$ cat src/rtl/ptf_pkg.sv
package ptf_pkg;
    localparam int WORD_W = 32;
    localparam int SYM_W  = 2;

    // one stored beat
    typedef struct packed {
        logic              sop;
        logic              eop;
        logic [SYM_W-1:0]  empty;
        logic [WORD_W-1:0] data;
    } beat_t;

    typedef enum logic [1:0] {
        RD_IDLE = 2'd0,
        RD_BODY = 2'd1,
        RD_DROP = 2'd2
    } rd_state_t;

    // level register selects
    localparam int LVL_START    = 0;
    localparam int LVL_THROTTLE = 1;
    localparam int LVL_WARN     = 2;
    localparam int LVL_ABORT    = 3;
    localparam int LVL_NUM      = 4;

    function automatic int level_default(input int idx, input int depth, input int lat);
        case (idx)
            LVL_START:    return 16;
            LVL_THROTTLE: return lat + 3;
            LVL_WARN:     return depth - 16;
            default:      return 8;
        endcase
    endfunction
endpackage

$ cat src/rtl/ptf_cfg_regs.sv
module ptf_cfg_regs
    import ptf_pkg::*;
#(
    parameter int DEPTH     = 64,
    parameter int READY_LAT = 0,
    parameter int CNT_W     = 7
) (
    input  logic             clk,
    input  logic             rst,
    input  logic             wr_en,
    input  logic [1:0]       wr_addr,
    input  logic [CNT_W-1:0] wr_data,
    output logic [CNT_W-1:0] start_lvl,
    output logic [CNT_W-1:0] throttle_lvl,
    output logic [CNT_W-1:0] warn_lvl,
    output logic [CNT_W-1:0] abort_lvl
);
    logic [CNT_W-1:0] lvl [LVL_NUM];

    for (genvar g = 0; g < LVL_NUM; g++) begin : g_lvl
        localparam logic [CNT_W-1:0] DEF = CNT_W'(level_default(g, DEPTH, READY_LAT));
        always_ff @(posedge clk) begin
            if (rst)
                lvl[g] <= DEF;
            else if (wr_en && wr_addr == 2'(g))
                lvl[g] <= wr_data;
        end
    end

    assign start_lvl    = lvl[LVL_START];
    assign throttle_lvl = lvl[LVL_THROTTLE];
    assign warn_lvl     = lvl[LVL_WARN];
    assign abort_lvl    = lvl[LVL_ABORT];
endmodule

$ cat src/rtl/ptf_store.sv
module ptf_store
    import ptf_pkg::*;
#(
    parameter int DEPTH  = 64,
    parameter int ADDR_W = 6,
    parameter int CNT_W  = 7
) (
    input  logic             clk,
    input  logic             rst,
    input  logic             push,
    input  beat_t            push_beat,
    input  logic             pop,
    output beat_t            head,
    output logic [CNT_W-1:0] fill,
    output logic [CNT_W-1:0] eop_cnt
);
    localparam logic [ADDR_W-1:0] LAST = ADDR_W'(DEPTH - 1);

    beat_t             mem [DEPTH];
    logic [ADDR_W-1:0] wr_ptr;
    logic [ADDR_W-1:0] rd_ptr;

    always_ff @(posedge clk) begin
        if (push)
            mem[wr_ptr] <= push_beat;
    end

    always_ff @(posedge clk) begin
        if (rst) begin
            wr_ptr  <= '0;
            rd_ptr  <= '0;
            fill    <= '0;
            eop_cnt <= '0;
        end else begin
            if (push)
                wr_ptr <= (wr_ptr == LAST) ? '0 : wr_ptr + 1'b1;
            if (pop)
                rd_ptr <= (rd_ptr == LAST) ? '0 : rd_ptr + 1'b1;
            fill    <= fill + CNT_W'(push) - CNT_W'(pop);
            eop_cnt <= eop_cnt + CNT_W'(push && push_beat.eop) - CNT_W'(pop && head.eop);
        end
    end

    assign head = mem[rd_ptr];
endmodule

$ cat src/rtl/ptf_wr_ctrl.sv
module ptf_wr_ctrl #(
    parameter int DEPTH     = 64,
    parameter int READY_LAT = 0,
    parameter int CNT_W     = 7
) (
    input  logic             clk,
    input  logic             rst,
    input  logic             in_valid,
    input  logic [CNT_W-1:0] fill,
    input  logic [CNT_W-1:0] throttle_lvl,
    input  logic [CNT_W-1:0] warn_lvl,
    output logic             in_ready,
    output logic             almost_full,
    output logic             space_warn,
    output logic             accept
);
    localparam logic [CNT_W-1:0] DEPTH_C = CNT_W'(DEPTH);

    logic [CNT_W-1:0] free_words;
    logic             grant;

    assign free_words  = DEPTH_C - fill;
    assign almost_full = free_words <= throttle_lvl;
    assign space_warn  = free_words < warn_lvl;
    assign in_ready    = !almost_full;

    if (READY_LAT == 0) begin : g_lat0
        assign grant = in_ready;
    end else begin : g_lat1
        logic rdy_q;
        always_ff @(posedge clk) begin
            if (rst) rdy_q <= 1'b0;
            else     rdy_q <= in_ready;
        end
        assign grant = rdy_q;
    end

    // a full store never takes another word
    assign accept = in_valid && grant && (fill != DEPTH_C);
endmodule

$ cat src/rtl/ptf_rd_ctrl.sv
module ptf_rd_ctrl
    import ptf_pkg::*;
#(
    parameter int CNT_W = 7
) (
    input  logic              clk,
    input  logic              rst,
    input  beat_t             head,
    input  logic [CNT_W-1:0]  fill,
    input  logic [CNT_W-1:0]  eop_cnt,
    input  logic [CNT_W-1:0]  start_lvl,
    input  logic [CNT_W-1:0]  abort_lvl,
    input  logic              out_ready,
    output logic              out_valid,
    output logic              out_sop,
    output logic              out_eop,
    output logic [SYM_W-1:0]  out_empty,
    output logic [WORD_W-1:0] out_data,
    output logic              out_err,
    output logic              pop
);
    rd_state_t st;
    logic have, complete, start_ok, active, cut, take;

    assign have     = fill != '0;
    assign complete = eop_cnt != '0;
    assign start_ok = complete || (start_lvl != '0 && fill >= start_lvl);
    assign active   = (st == RD_BODY) || (st == RD_IDLE && start_ok);
    assign cut      = active && have && !complete && abort_lvl != '0 && fill <= abort_lvl;

    assign out_valid = active && have;
    assign out_sop   = out_valid && head.sop;
    assign out_eop   = out_valid && (head.eop || cut);
    assign out_err   = out_valid && cut;
    assign out_empty = (out_valid && head.eop && !cut) ? head.empty : '0;
    assign out_data  = out_valid ? head.data : '0;

    assign take = out_valid && out_ready;
    assign pop  = take || (st == RD_DROP && have);

    always_ff @(posedge clk) begin
        if (rst) begin
            st <= RD_IDLE;
        end else begin
            case (st)
                RD_IDLE, RD_BODY: begin
                    if (take) begin
                        if (cut)           st <= RD_DROP;
                        else if (head.eop) st <= RD_IDLE;
                        else               st <= RD_BODY;
                    end
                end
                RD_DROP: begin
                    if (have && head.eop) st <= RD_IDLE;
                end
                default: st <= RD_IDLE;
            endcase
        end
    end
endmodule

$ cat src/rtl/pkt_tx_fifo.sv
module pkt_tx_fifo
    import ptf_pkg::*;
#(
    parameter  int DEPTH     = 64,
    parameter  int READY_LAT = 0,
    localparam int CNT_W     = $clog2(DEPTH + 1)
) (
    input  logic              clk,
    input  logic              rst,
    input  logic              cfg_wr_en,
    input  logic [1:0]        cfg_wr_addr,
    input  logic [CNT_W-1:0]  cfg_wr_data,
    input  logic              in_valid,
    output logic              in_ready,
    input  logic              in_sop,
    input  logic              in_eop,
    input  logic [SYM_W-1:0]  in_empty,
    input  logic [WORD_W-1:0] in_data,
    output logic              almost_full,
    output logic              space_warn,
    output logic              out_valid,
    input  logic              out_ready,
    output logic              out_sop,
    output logic              out_eop,
    output logic [SYM_W-1:0]  out_empty,
    output logic [WORD_W-1:0] out_data,
    output logic              out_err
);
    localparam int ADDR_W = $clog2(DEPTH);

    logic [CNT_W-1:0] start_lvl, throttle_lvl, warn_lvl, abort_lvl;
    logic [CNT_W-1:0] fill_cnt, eop_cnt;
    logic             accept, pop;
    beat_t            wr_beat, head;

    assign wr_beat = '{sop: in_sop, eop: in_eop, empty: in_empty, data: in_data};

    ptf_cfg_regs #(.DEPTH(DEPTH), .READY_LAT(READY_LAT), .CNT_W(CNT_W)) cfg_i (
        .clk(clk), .rst(rst),
        .wr_en(cfg_wr_en), .wr_addr(cfg_wr_addr), .wr_data(cfg_wr_data),
        .start_lvl(start_lvl), .throttle_lvl(throttle_lvl),
        .warn_lvl(warn_lvl), .abort_lvl(abort_lvl)
    );

    ptf_wr_ctrl #(.DEPTH(DEPTH), .READY_LAT(READY_LAT), .CNT_W(CNT_W)) wr_i (
        .clk(clk), .rst(rst), .in_valid(in_valid), .fill(fill_cnt),
        .throttle_lvl(throttle_lvl), .warn_lvl(warn_lvl),
        .in_ready(in_ready), .almost_full(almost_full),
        .space_warn(space_warn), .accept(accept)
    );

    ptf_store #(.DEPTH(DEPTH), .ADDR_W(ADDR_W), .CNT_W(CNT_W)) store_i (
        .clk(clk), .rst(rst), .push(accept), .push_beat(wr_beat),
        .pop(pop), .head(head), .fill(fill_cnt), .eop_cnt(eop_cnt)
    );

    ptf_rd_ctrl #(.CNT_W(CNT_W)) rd_i (
        .clk(clk), .rst(rst), .head(head), .fill(fill_cnt), .eop_cnt(eop_cnt),
        .start_lvl(start_lvl), .abort_lvl(abort_lvl), .out_ready(out_ready),
        .out_valid(out_valid), .out_sop(out_sop), .out_eop(out_eop),
        .out_empty(out_empty), .out_data(out_data), .out_err(out_err), .pop(pop)
    );
endmodule

$ cat config.mk
export PLATFORM = sky130hd
export DESIGN_NAME = pkt_tx_fifo
export DESIGN_NICKNAME = d
export VERILOG_FILES = /design/src/rtl/ptf_pkg.sv /design/src/rtl/ptf_cfg_regs.sv /design/src/rtl/ptf_store.sv /design/src/rtl/ptf_wr_ctrl.sv /design/src/rtl/ptf_rd_ctrl.sv /design/src/rtl/pkt_tx_fifo.sv
export SDC_FILE = /design/constraint.sdc
export NUM_CORES = 2
export LEC_CHECK = 0
export BUFFER_PORTS_ARGS = -buffer_cell sky130_fd_sc_hd__buf_2
export CORE_MARGIN = 5
export CORE_UTILIZATION = 60
export CTS_CLUSTER_DIAMETER = 100
export CTS_CLUSTER_SIZE = 28
export DETAILED_ROUTE_END_ITERATION = 8
export PLACE_DENSITY = 0.76
export SYNTH_ARGS = -nofsm -noshare
export SYNTH_HDL_FRONTEND = slang
export SYNTH_SLANG_ARGS = --single-unit
$ cat constraint.sdc
create_clock -name clk -period 5.7 [get_ports clk]
set_input_delay 1.14 -clock clk [delete_from_list [all_inputs] [get_ports clk]]
set_output_delay 1.14 -clock clk [all_outputs]
set_load 0.05 [all_outputs]
Word level (Yosys, flattened, before mapping)
Memories as Yosys holds them, arrays and structs flattened. A register that Yosys moved wholly into a read port is not among the register bits.
Index checks and enable logic that the tools add are counted.
- $add $sub $neg: 7
- multipliers: 0
- div/mod/pow operators: 0
- magnitude comparators: 4
- equality and inequality tests: 10
- shifts and indexed selects: 0
- multiplexer cells: 31
- bitwise operators: 4
- reduce and logical (&&, ||, !) cells: 37
- operators by type and width (cell ; number):
    32-bit 2-to-1 mux ; 1
    7-bit 2-to-1 mux ; 4
    7-bit nonzero test ; 4
    6-bit 2-to-1 mux ; 4
    1-bit logical AND ; 22
    1-bit 2-to-1 mux ; 17
    7-bit by 1-bit adder with 7-bit output ; 2
    7-bit <= comparator ; 2
    7-bit by 1-bit subtractor with 7-bit output ; 2
    6-bit by 1-bit adder with 6-bit output, second input constant ; 2
    6-bit == test, second input constant ; 2
    2-bit 2-to-1 mux ; 4
    7-bit >= comparator ; 1
    7-bit < comparator ; 1
    7-bit != test, second input constant ; 1
    7-bit subtractor, first input constant ; 1
    2-bit == test, second input constant ; 3
    2-bit by 1-bit == test with 1-bit output, second input constant ; 2
    2-bit zero test ; 2
    1-bit logical OR ; 4
    1-bit OR ; 4
    2-bit case mux with 2 select lines ; 1
    1-bit zero test ; 3
    2-bit by 1-bit != test with 1-bit output, second input constant ; 1
    3 further kinds ; 3
- bits in registers: 28
- latch bits: 0
- memory bits (writable): 2332
- bits in read-only memories: 0
- input port bits: 50
- output and inout bits: 41
- word-level logic and storage cells: 100
- memories: 2
- memories (name ; depth ; width ; read ports ; clocked after memory_dff ; wr ports ; RTL line ; text):
    store_i.mem ; 64 ; 36 ; 1 ; 1 ; 1 ; ptf_store.sv:19 ; beat_t mem [DEPTH];
    cfg_i.lvl ; 4 ; 7 ; 4 ; 0 ; 4 ; ptf_cfg_regs.sv:18 ; logic [CNT_W-1:0] lvl [LVL_NUM];

Longest topological paths before layout
An unclocked memory read counts as a cell.
- word-level depth: 13
- depth in mapped cells: 22
- depth with buffers taken out: 21

Cells and area by module
From an unflattened synthesis, not the netlist that was laid out.
- cells, all modules: 4194
- area total of the unflattened synthesis: 91151.2 sq um
- by module, submodules not included (module ; instances ; cells each ; area each (sq um) ; seq. area each (sq um)):
    ptf_store ; 1 ; 3940 ; 88801.4 ; 69827.0
    ptf_cfg_regs ; 1 ; 78 ; 1102.3 ; 840.8
    ptf_rd_ctrl ; 1 ; 118 ; 814.5 ; 40.0
    ptf_wr_ctrl ; 1 ; 58 ; 432.9 ; 0.0

Worst setup path before layout
Ideal clock, no wire load.
- path kind: register to register
- start: reg store_i.fill[1]
- end: mem store_i.mem[49][0] (netlist bit), enable pin
- library setup time: 0.429 ns
- arrival time: 4.068 ns
- data required time: 5.271 ns
- path slack: 1.202 ns
- cell stages (with the launch flop): 13
- path buffers: 1
- period minus slack after synthesis: 4.498 ns
- cell sequence: dfxtp_1 -> inv_1 -> ha_1 -> nor2b_1 -> nand2_1 -> xnor2_1 -> ha_1 -> nand4_1 -> o21bai_1 -> a311oi_1 -> clkbuf_1 -> nand3_1 -> nor2_1
- word-level cells in the longest chain between the ends: 7
- elaborated cells between the ends (all ways): 8
- those cells by class: 1 x add/sub; 1 x order compare; 1 x eq/ne; 2 x mux; 3 x reduce/logical
- ends and longest elaborated chain (element ; RTL line ; text):
    start: declaration ; ptf_store.sv:14 ; output logic [CNT_W-1:0] fill,
    start signal: assignment ; ptf_store.sv:39 ; fill <= fill + CNT_W'(push) - CNT_W'(pop);
    7-bit subtractor ; ptf_wr_ctrl.sv:22 ; assign free_words = DEPTH_C - fill;
    7-bit <= comparator ; ptf_wr_ctrl.sv:23 ; assign almost_full = free_words <= throttle_lvl;
    1-bit zero test ; ptf_wr_ctrl.sv:25 ; assign in_ready = !almost_full;
    1-bit logical AND ; ptf_wr_ctrl.sv:39 ; assign accept = in_valid && grant && (fill != DEPTH_C);
    1-bit logical AND * ; ptf_wr_ctrl.sv:39 ;
    1-bit 2-to-1 mux * ; ptf_store.sv:24 ; if (push)
    1-bit 2-to-1 mux (implied by the code) * ; ptf_store.sv:25 ; mem[wr_ptr] <= push_beat;
    end: declaration ; ptf_store.sv:19 ;
Every way passes the cells marked *; elsewhere a longest branch is shown, timed or not.

==> results.md <==
- Die Span Y: 400 um
- Count of cell types in the netlist: 52
- Hold_buf cts: 0
- Mapped Avg Cell Area: 23.8 um^2
- Clk root buf: clkbuf_16
- Gr usage total: 28.7%
- Largest cells by area after synthesis: edfxtp_1 77%, mux4_2 18%, dfxtp_1 0.74%
- Worst Path Required: 4.56 ns
- Synth Register Bits: 2366
- Final period utilization: 95.6%
- HP Class: reg2reg
- Fin. max-slew vios: 0
- GPL Wtd Cong: 0.819
- Initial DRT Pass Iterations: 6
- Largest net degree at the start of global routing: 66
- Layout cell share with drive strength beyond 1: 29.4%
- Final hold vios: 0
- Final cell utilization of the core: 65.0%
- Largest area contributor in the netlist: edfxtp_1
- Highest layer used for signal routing: met4
- Worst setup margin: 0.248 ns
- Max Root-Sink Buffers: 3
- Ys async rst share: 0%
- WL final: 230000 um
- Gr ovfl total: 0
- Wire length per cell: 37.9 um
- Number of global-route vias before repair: 42771
- Via count: 43647
- TritonCTS buffer count: 94
- Yosys top cell area share: 76.6%
- Static Leak: 29.2 nW
- Power Density: 397 nW/um^2
- Boundary pin count: 91
- Drt drc: 0
- Worst-margin pin slew: 1.17 ns
- Die X: 400 um
- Outcome: completed
- Via density: 7.19
- Post-route total power: 39.1 mW
- ANT nets after route: 0
- Met2 wire length: 109000 um
- Post-Syn Nets: 3937
- Prevailing post-synth register cell: edfxtp_1
- Post-synth EDFFs: 2332
- Clk sinks: 2366
- Final HPWL DP: 129000 um
- Unrepaired setup endpoints after global routing: false
- Fill cells: 9557
- Core area: 152000 um^2
- CTS H-Tree Depth: 3
- CP max FO: 44
- Port buffer count: 90
- Area growth from synthesis to layout: 7.84%
- M1 WL: 82600 um
- Final setup vio count: 0
- TritonCTS clock tree: yes
- Critical setup path kind: reg2out
- Row count: 143
- Initial Utilization: 60.3%
- Peak VDD IR: 313 uV
- DR iter-0 viols: 6798
- Initial antenna violation count: 19
- Tmin final: 5.45 ns
- Syn. warnings: 0
- Global-route wire length before repair: 323000 um
- Mapped Area: 91500 um^2
- Clock Skew: 0.0333 ns
- Setup TNS: 0 ns
- Die area: 160000 um^2
- Reg clk slew, reported paths: 0.11 ns
- MaxCap Viol Count: 0
- Later-pin clock latency in the skew report: 0.75 ns
- Worst setup EP type: output pin
- Slew HR: 21.8%
- Place WS: 0.712 ns
- CP Launch Type: flop
- Critical path arrival: 4.31 ns
- Fin nets: 4111
- FMAX: 0.183 GHz
- Sequential share of the synthesized area: 77.3%
- Post-synthesis cell count: 3835
- Wire length on met3: 28500 um
==> logic make-up (layout without fill, tap and decap cells) <==
| group | after synthesis | after routing | synth area share [%] |
|---|---|---|---|
| simple gates | 270 | 270 | 1.50 |
| other cells | 0 | 12 | 0 |
| flops | 2366 | 2366 | 77.3 |
| mux | 745 | 745 | 18.0 |
| xor+xnor | 17 | 17 | 0.163 |
| fa+ha+maj | 52 | 52 | 0.728 |
| buf+inv | 248 | 445 | 1.27 |
| compound gates | 137 | 137 | 1.08 |
==> synthesized netlist by cell type (19+ instances only) <==
| cell | number |
|---|---|
| edfxtp_1 | 2332 |
| o21ai_0 | 19 |
| buf_2 | 64 |
| buf_1 | 37 |
| nand2_1 | 28 |
| inv_1 | 55 |
| ha_1 | 50 |
| a211oi_1 | 35 |
| nor2_1 | 94 |
| mux4_2 | 716 |
| mux2i_1 | 28 |
| clkbuf_1 | 64 |
| o22ai_1 | 23 |
| nor2b_1 | 39 |
| and2_1 | 24 |
| dfxtp_1 | 34 |
==> layout make-up <==
| class | count | area [um^2] | share of cell area [%] |
|---|---|---|---|
| Multi-Input combinational cell | 1221 | 20100 | 20.4 |
| Sequential cell | 2366 | 70700 | 71.7 |
| Clock inverter | 4 | 50.0 | 0.0507 |
| Antenna cell | 12 | 30.0 | 0.0304 |
| Timing Repair Buffer | 271 | 2450 | 2.48 |
| Clock buffer | 115 | 2540 | 2.57 |
| Inverter | 55 | 206 | 0.209 |
| Tap cell | 2030 | 2540 | 2.58 |
==> metrics by stage <==
step                cell area, um^2  hold slack (ns)  instances
floorplan                     91500            0.476       3835
global placement              96000            0.501       5942
detailed placement            96000            0.522       5942
CTS                           98600            0.549       6061
global route                  98600            0.597       6062
finish                        98600            0.556       6074
==> path summary, 6_finish.rpt <==
check | from | endpoint | slack (ns) | cells after the start
max | flop | out_data[19] | 0.25 | 8
min | rd_i.st[0] | rd_i.st[0] | 0.56 | 1
max reg2reg | store_i.fill[1] | store_i.mem[58][30] | 1.02 | 13
min reg2reg | rd_i.st[0] | rd_i.st[0] | 0.56 | 1
==> layer usage <==
layer	vias up	global-route usage (%)
met2	3271	44.4
met1	23301	41.3
met5	-	0
met3	472	6.89
li1	16603	-
met4	0	9.69
==> worst max-delay path, cell delays in order (launching register included) <==
cell and delay [ns]:
dfxtp_4 0.74, buf_12 0.39, mux4_2 0.56, mux4_2 0.56, nor2b_1 0.17, a211oi_2 0.37
a211oi_1 0.23, buf_4 0.26, buf_2 0.20
==> power breakdown <==
part / total (mW) / internal [mW] / switching [mW] / leakage (nW)
Sequential: 19.6 / 19.4 / 0.231 / 21.3
Combinational: 11.4 / 5.12 / 6.29 / 6.71
Clock: 8.10 / 3.17 / 4.93 / 1.26
Total: 39.1 / 27.7 / 11.5 / 29.2
==> state kept, by name (all words and copies together), names as in the netlist, named ones only <==
name,count
store_i.mem,2304
cfg_i.lvl,28
store_i.eop_cnt,7
store_i.fill,7
store_i.rd_ptr,6
store_i.wr_ptr,6
rd_i.st,2
==> layout by cell type, fill, tap and decap left out, drive strengths merged, types with 5 or more instances in the layout <==
| master | n |
|---|---|
| clkbuf | 115 |
| mux4 | 716 |
| a31oi | 6 |
| nor3 | 17 |
| inv | 57 |
| ha | 50 |
| xnor2 | 10 |
| xor2 | 7 |
| mux2i | 28 |
| nand4 | 9 |
| a211oi | 49 |
| nand2 | 28 |
| nand3 | 16 |
| nand2b | 16 |
| buf | 271 |
| o22ai | 23 |
| a21o | 5 |
| o21ai | 19 |
| edfxtp | 2332 |
| dfxtp | 34 |
| nor2 | 94 |
| a21oi | 18 |
| and2 | 24 |
| nor2b | 39 |
| diode | 12 |
| or2 | 6 |
==> repair_timing <==
item,CTS,global route
resized for setup,2,0
buffers inserted,0,1
setup endpoints to repair,3,5
Power figures use the tool's default switching activity.
